<file path="config.mk">
export PLATFORM = sky130hd
export DESIGN_NAME = rng_fill_ctrl
export DESIGN_NICKNAME = d
export VERILOG_FILES = /design/src/rtl/rng_fill_pkg.sv /design/src/rtl/rng_lfsr64.sv /design/src/rtl/rng_word_fifo.sv /design/src/rtl/rng_fill_ctrl.sv
export SDC_FILE = /design/constraint.sdc
export NUM_CORES = 1
export LEC_CHECK = 0
export BUFFER_PORTS_ARGS = -buffer_cell sky130_fd_sc_hd__buf_2
export CORE_MARGIN = 10
export CORE_UTILIZATION = 45
export CTS_CLUSTER_SIZE = 24
export DETAILED_ROUTE_END_ITERATION = 7
export GPL_TIMING_DRIVEN = 0
export HOLD_SLACK_MARGIN = 0.08
export PLACE_DENSITY_LB_ADDON = 0.08
export SYNTH_ARGS = -nofsm -noshare
export SYNTH_HDL_FRONTEND = slang
export SYNTH_SLANG_ARGS = --single-unit
</file>
<file path="constraint.sdc">
create_clock -name clk -period 3 [get_ports clk]
set_input_delay 0.45 -clock clk [delete_from_list [all_inputs] [get_ports clk]]
set_output_delay 0.45 -clock clk [all_outputs]
set_load 0.1 [all_outputs]
</file>
<file path="src/rtl/rng_fill_pkg.sv">
package rng_fill_pkg;

    localparam int LFSR_W   = 64;
    localparam int WORD_W   = 32;
    localparam int CAD_W    = 8;
    localparam int ADDR_W   = 4;

    localparam logic [ADDR_W-1:0] OFS_CTRL = 4'h0;
    localparam logic [ADDR_W-1:0] OFS_STAT = 4'h4;
    localparam logic [ADDR_W-1:0] OFS_DATA = 4'h8;

    localparam int CTL_START    = 0;
    localparam int CTL_IE       = 1;
    localparam int CTL_CLR      = 2;
    localparam int STAT_FULL    = 0;
    localparam int STAT_ERR     = 1;
    localparam int STAT_LVL_LSB = 8;

    typedef struct packed {
        logic              start;
        logic              ie;
        logic              err;
        logic              irq;
        logic [CAD_W-1:0]  cnt;
        logic [WORD_W-1:0] rdata;
    } ctl_state_t;

endpackage

</file>
<file path="src/rtl/rng_lfsr64.sv">
module rng_lfsr64 #(
    parameter logic [rng_fill_pkg::LFSR_W-1:0] SEED = 64'h0123_4567_89AB_CDEF
) (
    input  logic                            clk,
    input  logic                            rst_n,
    output logic [rng_fill_pkg::WORD_W-1:0] word
);
    import rng_fill_pkg::*;

    localparam int HALF = LFSR_W / 2;

    logic [LFSR_W-1:0] state_d, state_q;

    // Fibonacci form, polynomial x^64 + x^63 + x^61 + x^60 + 1
    always_comb begin
        state_d = {state_q[LFSR_W-2:0],
                   state_q[63] ^ state_q[62] ^ state_q[60] ^ state_q[59]};
    end

    always_ff @(posedge clk or negedge rst_n) begin
        if (!rst_n) state_q <= SEED;
        else        state_q <= state_d;
    end

    assign word = state_q[LFSR_W-1:HALF] ^ state_q[HALF-1:0];

endmodule

</file>
<file path="src/rtl/rng_word_fifo.sv">
module rng_word_fifo #(
    parameter int DEPTH = 16,
    parameter int W     = 32,
    parameter int LVL_W = $clog2(DEPTH + 1)
) (
    input  logic             clk,
    input  logic             rst_n,
    input  logic             push,
    input  logic [W-1:0]     din,
    input  logic             pop,
    output logic [W-1:0]     dout,
    output logic [LVL_W-1:0] level,
    output logic             full,
    output logic             empty
);
    localparam int PTR_W = $clog2(DEPTH);

    logic [W-1:0]     mem_d [DEPTH];
    logic [W-1:0]     mem_q [DEPTH];
    logic [PTR_W-1:0] wr_d, wr_q, rd_d, rd_q;
    logic [LVL_W-1:0] cnt_d, cnt_q;
    logic             push_ok, pop_ok;

    assign full  = (cnt_q == LVL_W'(DEPTH));
    assign empty = (cnt_q == '0);

    always_comb begin
        push_ok = push && !full;
        pop_ok  = pop && !empty;
        mem_d   = mem_q;
        if (push_ok) mem_d[wr_q] = din;
        wr_d  = wr_q + PTR_W'(push_ok);
        rd_d  = rd_q + PTR_W'(pop_ok);
        cnt_d = cnt_q + LVL_W'(push_ok) - LVL_W'(pop_ok);
    end

    always_ff @(posedge clk or negedge rst_n) begin
        if (!rst_n) begin
            for (int i = 0; i < DEPTH; i++) mem_q[i] <= '0;
            wr_q  <= '0;
            rd_q  <= '0;
            cnt_q <= '0;
        end else begin
            mem_q <= mem_d;
            wr_q  <= wr_d;
            rd_q  <= rd_d;
            cnt_q <= cnt_d;
        end
    end

    assign dout  = mem_q[rd_q];
    assign level = cnt_q;

endmodule

</file>
<file path="src/rtl/rng_fill_ctrl.sv">
module rng_fill_ctrl #(
    parameter int                               FIFO_DEPTH = 16,
    parameter logic [rng_fill_pkg::LFSR_W-1:0]  SEED       = 64'h0123_4567_89AB_CDEF
) (
    input  logic                            clk,
    input  logic                            rst_n,
    input  logic [rng_fill_pkg::ADDR_W-1:0] addr,
    input  logic                            wr_en,
    input  logic [rng_fill_pkg::WORD_W-1:0] wr_data,
    input  logic                            rd_en,
    output logic [rng_fill_pkg::WORD_W-1:0] rd_data,
    output logic                            irq
);
    import rng_fill_pkg::*;

    localparam int LVL_W = $clog2(FIFO_DEPTH + 1);

    ctl_state_t        st_d, st_q;
    logic [WORD_W-1:0] rand_word;
    logic [WORD_W-1:0] fifo_dout;
    logic [LVL_W-1:0]  fifo_level;
    logic              fifo_full, fifo_empty;
    logic              fifo_push, fifo_pop;
    logic [WORD_W-1:0] stat_word;
    logic              unused_wr_bits;

    assign unused_wr_bits = ^wr_data[WORD_W-1:CTL_CLR+1];

    rng_lfsr64 #(.SEED(SEED)) u_lfsr (
        .clk  (clk),
        .rst_n(rst_n),
        .word (rand_word)
    );

    rng_word_fifo #(.DEPTH(FIFO_DEPTH), .W(WORD_W), .LVL_W(LVL_W)) u_fifo (
        .clk  (clk),
        .rst_n(rst_n),
        .push (fifo_push),
        .din  (rand_word),
        .pop  (fifo_pop),
        .dout (fifo_dout),
        .level(fifo_level),
        .full (fifo_full),
        .empty(fifo_empty)
    );

    always_comb begin
        stat_word = '0;
        stat_word[STAT_LVL_LSB +: LVL_W] = fifo_level;
        stat_word[STAT_ERR]  = st_q.err;
        stat_word[STAT_FULL] = fifo_full;
    end

    always_comb begin
        st_d      = st_q;
        fifo_pop  = 1'b0;

        // cadence: free-running while started, wraps every 2**CAD_W cycles
        st_d.cnt  = st_q.start ? st_q.cnt + 1'b1 : '0;
        fifo_push = st_q.start && (st_q.cnt == '1) && !fifo_full;

        if (wr_en && addr == OFS_CTRL) begin
            st_d.start = wr_data[CTL_START];
            st_d.ie    = wr_data[CTL_IE];
            if (wr_data[CTL_CLR]) begin
                st_d.err = 1'b0;
                st_d.irq = 1'b0;
            end
        end

        if (rd_en) begin
            unique case (addr)
                OFS_CTRL: begin
                    st_d.rdata = '0;
                    st_d.rdata[CTL_START] = st_q.start;
                    st_d.rdata[CTL_IE]    = st_q.ie;
                end
                OFS_STAT: st_d.rdata = stat_word;
                OFS_DATA: begin
                    if (!fifo_empty) begin
                        fifo_pop   = 1'b1;
                        st_d.rdata = fifo_dout;
                    end else begin
                        st_d.rdata = '0;
                        st_d.err   = 1'b1;
                        if (st_q.ie) st_d.irq = 1'b1;
                    end
                end
                default: st_d.rdata = '0;
            endcase
        end
    end

    always_ff @(posedge clk or negedge rst_n) begin
        if (!rst_n) st_q <= '0;
        else        st_q <= st_d;
    end

    assign rd_data = st_q.rdata;
    assign irq     = st_q.irq;

endmodule

</file>
## After elaboration in Yosys (flattened, before gate mapping)

Cells that the tools add are included.

| operators by class | value |
|---|---|
| reduce and logical (&&, ||, !) cells | 10 |
| mux-type cells | 18 |
| bitwise gates (word level) | 6 |
| equality and inequality tests | 4 |
| div/mod/pow operators | 0 |
| add/subtract/negate cells | 5 |
| magnitude comparators | 3 |
| multipliers | 0 |
| shifts and indexed selects | 0 |

Operators by type and width:

| kind | number |
|---|---|
| bitwise mux 512 bit | 1 |
| binary-select mux 32 bit (select 4 bit) | 1 |
| demux 32 bit (select 4 bit) | 1 |
| two-way mux 32 bit | 4 |
| case mux 32 bit (3 select lines) | 1 |
| XOR 32 bit | 1 |
| greater-or-equal comparator 5 bit (second input constant) | 2 |
| two-way mux 2 bit | 5 |
| inverter 4 -> 5 bit | 2 |
| adder 4 x 1 -> 4 bit | 2 |
| adder 8 x 1 -> 8 bit (second input constant) | 1 |
| == test 8 bit (second input constant) | 1 |
| two-way mux 8 bit | 1 |
| logical AND 1 bit | 6 |
| adder 5 x 1 -> 5 bit | 1 |
| == test 5 bit (second input constant) | 1 |
| zero test 5 bit | 1 |
| less-than comparator 5 x 1 -> 1 bit (second input constant) | 1 |
| subtractor 5 x 1 -> 5 bit | 1 |
| == test 4 x 3 -> 1 bit (second input constant) | 1 |
| == test 4 bit (second input constant) | 1 |
| zero test 4 bit | 1 |
| two-way mux 1 bit | 4 |
| XOR 1 bit | 3 |
| zero test 1 bit | 2 |

| storage, ports and cells | value |
|---|---|
| memories | 0 |
| logic and storage cells | 72 |
| ROM bits | 0 |
| register bits after elaboration | 633 |
| input port bits | 40 |
| output and inout port bits | 33 |
| bits in latches | 0 |
| bits in writable memories | 0 |

## Longest topological paths before layout

| logic depth | value |
|---|---|
| word-level depth | 7 |
| mapped depth | 14 |
| mapped depth without buffers | 13 |

## Modules after synthesis

From an unflattened synthesis, not the netlist that was laid out.

| unflattened totals | value |
|---|---|
| cells, all modules | 1764 |
| area, all modules | 27986.8 µm² |

Modules (own cells, without submodules):

| module | cells each | area an instance (µm²) | sequential area each (µm²) | times used |
|---|---|---|---|---|
| rng_word_fifo | 1501 | 23985.5 | 13137.6 | 1 |
| rng_fill_ctrl | 164 | 2053.2 | 1101.1 | 1 |
| rng_lfsr64 | 99 | 1948.1 | 1641.6 | 1 |

## Least setup slack after synthesis

Ideal clock, no wire load.

| timing | value |
|---|---|
| path kind | reg2reg |
| from | reg u_fifo.cnt_q[3] (netlist: u_fifo.level[3]) |
| to | reg u_fifo.cnt_q[4] (netlist: u_fifo.level[4]) |
| stages on the path, launching flop included | 15 |
| slack | 0.095 ns |
| library setup time | 0.123 ns |
| required time | 2.877 ns |
| arrival time | 2.782 ns |
| clock period less this slack | 2.905 ns |
| path buffers | 1 |
| cells stage by stage | dfrtp_1 > inv_1 > ha_1 > or4b_1 > nand4_1 > buf_2 > inv_1 > ha_1 > inv_1 > ha_1 > fa_1 > a21oi_1 > nor2_1 > nor2_1 > xnor2_1 |

| between the ends | value |
|---|---|
| longest elaborated chain between the ends | 6 |
| elaborated cells between the ends (all ways) | 12 |
| those cells by class | add/sub (2); eq/ne (1); mux (3); reduce/logical (6) |

Ends and longest elaborated chain:

| what | RTL line | text |
|---|---|---|
| start: declaration | rng_word_fifo.sv:21 | `logic [LVL_W-1:0] cnt_d, cnt_q;` |
| start signal: assignment | rng_word_fifo.sv:47 | `cnt_q <= cnt_d;` |
| == test 5 bit or zero test 5 bit (tied branches) | rng_word_fifo.sv:24, rng_word_fifo.sv:25 |  |
| zero test 1 bit or two-way mux 1 bit (tied branches) | rng_word_fifo.sv:28, rng_fill_ctrl.sv:60, rng_fill_ctrl.sv:80 |  |
| logical AND 1 bit or two-way mux 1 bit (tied branches) | rng_fill_ctrl.sv:60, rng_fill_ctrl.sv:72 |  |
| logical AND 1 bit or two-way mux 1 bit (tied branches) | rng_word_fifo.sv:28, rng_fill_ctrl.sv:71 |  |
| adder 5 x 1 -> 5 bit or logical AND 1 bit (tied branches) | rng_word_fifo.sv:34, rng_word_fifo.sv:29 |  |
| subtractor 5 x 1 -> 5 bit (*) | rng_word_fifo.sv:34 | `cnt_d = cnt_q + LVL_W'(push_ok) - LVL_W'(pop_ok);` |
| via u_fifo.cnt_d[4] | rng_word_fifo.sv:21 |  |

Mark *: on every way through the listed nets, which the timed path passes. The rest lies on a longest branch.
A chain may end at the register's enable or synchronous reset.

## Worst setup path in the final report

| timing | value |
|---|---|
| from | reg u_fifo.rd_q[2] |
| to | reg st_q (netlist bit rd_data[5]) |

| between the ends | value |
|---|---|
| longest elaborated chain between the ends | 6 |

Ends and longest elaborated chain:

| what | RTL line | text |
|---|---|---|
| start: declaration | rng_word_fifo.sv:20 | `logic [PTR_W-1:0] wr_d, wr_q, rd_d, rd_q;` |
| start signal: assignment | rng_word_fifo.sv:46 | `rd_q <= rd_d;` |
| inverter 4 -> 5 bit (implied by the code) | rng_word_fifo.sv:51 | `assign dout = mem_q[rd_q];` |
| binary-select mux 32 bit (select 4 bit) | rng_word_fifo.sv:51 |  |
| two-way mux 32 bit (implied by the code) (2 in series) | rng_word_fifo.sv:51 |  |
| two-way mux 32 bit | rng_fill_ctrl.sv:80 | `if (!fifo_empty) begin` |
| case mux 32 bit (3 select lines) | rng_fill_ctrl.sv:72 | `unique case (addr)` |
| end signal: assignment | rng_fill_ctrl.sv:96 | `else st_q <= st_d;` |
| end: declaration | rng_fill_ctrl.sv:18 | `ctl_state_t st_d, st_q;` |

No other way between the ends. The select of a mux whose other input is x is not followed.

==> flow_metrics.py <==
metrics = {
    "detailed_routing": {
        "routedWlPerCell_um": 29.5,
        "drt-total-wl_um": 97500,
        "drcViolationCount": 0,
        "vias_per_cell": 6.40,
        "drtPass1Iterations": 8,
        "num_vias": 21141,
        "ant_nets": 0,
        "drt_iter0_drc": 2322,
    },
    "power_and_ir_drop": {
        "p_per_area_nw_per_um2": 653,
        "leakagePower_nw": 14.0,
        "vdd_drop_max_v": 0.000365,
    },
    "sta": {
        "period_share_pct": 96.9,
        "relSlewSlack_pct": 20.5,
        "hold_viol": 0,
        "setup_viol_count_final": 0,
        "slew_violations": 0,
        "timing.fmax_ghz": 0.344,
        "setup-tns-final_ns": 0,
        "tightestPinTransition_ns": 1.19,
        "fin_skew_ns": 0.0291,
        "grt_setup_unrepaired": "yes",
        "fin_crit_ns": 2.91,
    },
    "yosys": {
        "synth_area_um2": 27500,
        "synth_edf_count": 0,
        "ys_ff_latch": 633,
        "ys_seq_area_share_pct": 57.8,
        "syn_inst": 2335,
        "synth_cell_types": 47,
        "syn_nets": 2387,
        "synthArstFlopShare_pct": 100,
        "synth-main-ff-cell": "dfrtp_1",
        "yosys_warnings": 0,
        "avgSynthCellArea_um2": 11.8,
    },
    "cells_and_area": {
        "fin_nets": 2520,
        "layout_commonest_cell": "o21ai_0",
        "mostFrequentLayoutCells": "o21ai_0, dfrtp_1, clkbuf_1",
        "layout-drive-gt1-share_pct": 17.8,
        "final_cells": 3305,
        "area_growth_pct": 14.2,
        "fillers": 5375,
        "fin_util_pct": 52.0,
        "design_area_um2": 31400,
    },
    "global_route": {
        "track_usage_pct": 27.8,
        "grt_pass1_wl_um": 145000,
        "grt_use_met3_pct": 8.44,
        "overflow": 0,
        "grt_max_degree": 123,
        "use_met2_pct": 40.8,
        "antenna_found_initial": 3,
        "top_usage_layer": "met2",
        "grt_use_met1_pct": 37.6,
        "first_global_vias": 21337,
    },
    "clock_network": {
        "htree_num_levels": 3,
        "cts-root-buf": "clkbuf_16",
        "clk_latency_ns": 0.63,
        "cts_tree": "done",
        "clk_path_buf_depth": 3,
        "cts.sinks": 633,
        "path_clk_slew_ns": 0.06,
        "cts_buffers": 71,
    },
    "critical_path": {
        "crit_arrival_ns": 3.48,
        "crit_chain": "buf_2, buf_1, mux4_2, a22oi_1, a21oi_1, a21o_1",
        "cp_num_buf_inv": 2,
        "cp_top_family": "buffers and inverters",
        "crit_path_end_kind": "register",
        "max_stage_delay_ns": 0.92,
        "crit_type": "reg -> reg",
        "worst_path_max_delay_cell": "buf_1",
        "crit_fanout": 10,
        "startpoint_type": "register",
        "crit_required_ns": 3.57,
    },
    "floorplanning": {
        "die_area_um2": 71300,
        "core_um2": 60400,
        "initial_core_util_pct": 45.5,
        "dieWidth_um": 267,
        "rows": 90,
        "die_h_um": 267,
        "io_pins": 73,
    },
    "min_path": {
        "hp-class": "in -> reg",
    },
    "job": {
        "drv_cap": 0,
    },
    "place": {
        "dp_hpwl_um": 64300,
        "placed_cells": 3165,
        "io_buffers": 43,
        "globalplace.congestion": 0.922,
        "place_area_um2": 28800,
    },
    "outcome": {
        "outcome": "completed",
    },
}
==> synth_stat cells, drive strengths merged, types with 2 or more instances <==
cell	n	share of area, %
nor2	12	0.16
mux2	5	0.21
nand3	7	0.13
a22oi	55	1.5
inv	74	1.0
and2	4	0.091
clkbuf	186	2.6
nor2b	6	0.14
buf	78	1.9
nand2b	2	0.046
mux4	126	10
mux2i	78	2.8
nand4b	3	0.096
nand4	10	0.28
ha	11	0.50
a21oi	29	0.53
dfrtp	601	55
and4	2	0.073
nand2	4	0.055
dfstp	32	3.1
a221o	2	0.073
xor2	9	0.29
o21ai	901	16
or2	12	0.29
a22o	3	0.096
and3	5	0.11
a221oi	4	0.13
a21o	27	0.74
xnor2	39	1.2
==> registers in the layout (all words and copies together) (netlist names) <==
| register | flops |
|---|---|
| st_q | 11 |
| u_fifo.mem_q | 512 |
| u_fifo.rd_q | 4 |
| u_lfsr.state_q | 64 |
| rd_data | 32 |
| irq | 1 |
| u_fifo.level | 5 |
| u_fifo.wr_q | 4 |
==> worst paths after layout <==
| path | endpoint | slack, ns | cells after the start | from |
|---|---|---|---|---|
| setup / recovery | rd_data[5] | 0.09 | 6 | u_fifo.rd_q[2] |
| hold / removal | st_q[41] | 0.21 | 3 | wr_data[2] |
| setup reg to reg | rd_data[5] | 0.09 | 6 | u_fifo.rd_q[2] |
| hold reg to reg | u_lfsr.state_q[8] | 0.37 | 0 | u_lfsr.state_q[7] |
| max in group asynchronous | u_fifo.mem_q[336] | 0.55 | 5 | rst_n |
| min in group asynchronous | rd_data[4] | 0.40 | 2 | rst_n |
==> timing repair <==
item,4_1_cts,5_1_grt
setup buffers,1,9
hold buffers,3,0
pin swaps,1,2
endpoints found under the hold margin,77,0
endpoints found under the setup margin,39,247
resized for setup,17,41
==> worst reg2reg max path, delay by kind of cell (launching register included) <==
| kind | cells | cell delay [ns] |
|---|---|---|
| flops | 1 | 0.53 |
| mux | 1 | 0.48 |
| compound gates | 3 | 0.60 |
| buf+inv | 2 | 1.25 |
==> report_power, final <==
| group | leakage [nW] | switching, W | total (W) | internal [W] |
|---|---|---|---|---|
| sequential | 8.71 | 0.0000808 | 0.00870 | 0.00862 |
| combinational | 4.14 | 0.00185 | 0.00275 | 0.000898 |
| clock | 1.18 | 0.00362 | 0.00903 | 0.00541 |
| total | 14.0 | 0.00554 | 0.0205 | 0.0149 |
==> metal layers <==
layer / share of wire [%] / routed length, um / vias up
met1: 41 / 40100 / 11065
li1: - / - / 8697
met3: 10 / 10000 / 255
met5: 0.027 / 26 / -
met4: 4.6 / 4490 / 4
met2: 44 / 43000 / 1120
==> area by class of cell <==
type	instances	area, um2	share of cell area, %
Antenna cell	2	5.00	0.0160
Clock buffer	109	2130	6.80
Sequential cell	633	15900	50.6
Multi-Input combinational cell	1364	10100	32.2
Inverter	74	278	0.886
Buffer	263	1280	4.07
Clock inverter	17	254	0.810
Timing Repair Buffer	61	468	1.49
Tap cell	782	978	3.12
==> kinds of logic after synthesis <==
group	Yosys count	synth area share, %
buffers and inverters	338	5.50
AOI/OAI and AO/OA	1023	19.6
and+or+nand+nor	72	1.62
muxes	209	13.4
adders and majority gates	12	0.574
DFF	633	57.8
xor gates and xnor gates	48	1.53
==> per-stage QoR <==
step / power (W) / hold slack (ns) / setup WS (ns)
floorplan: 0.0104 / 0.154 / 0.0949
global placement: 0.0115 / 0.362 / -11.57
detailed placement: 0.0115 / 0.364 / -0.698
CTS: 0.0205 / 0.185 / -0.00154
global route: 0.0211 / 0.216 / -0.0399
finish: 0.0205 / 0.209 / 0.0938
Note: power is estimated with default switching activity, not from simulation.
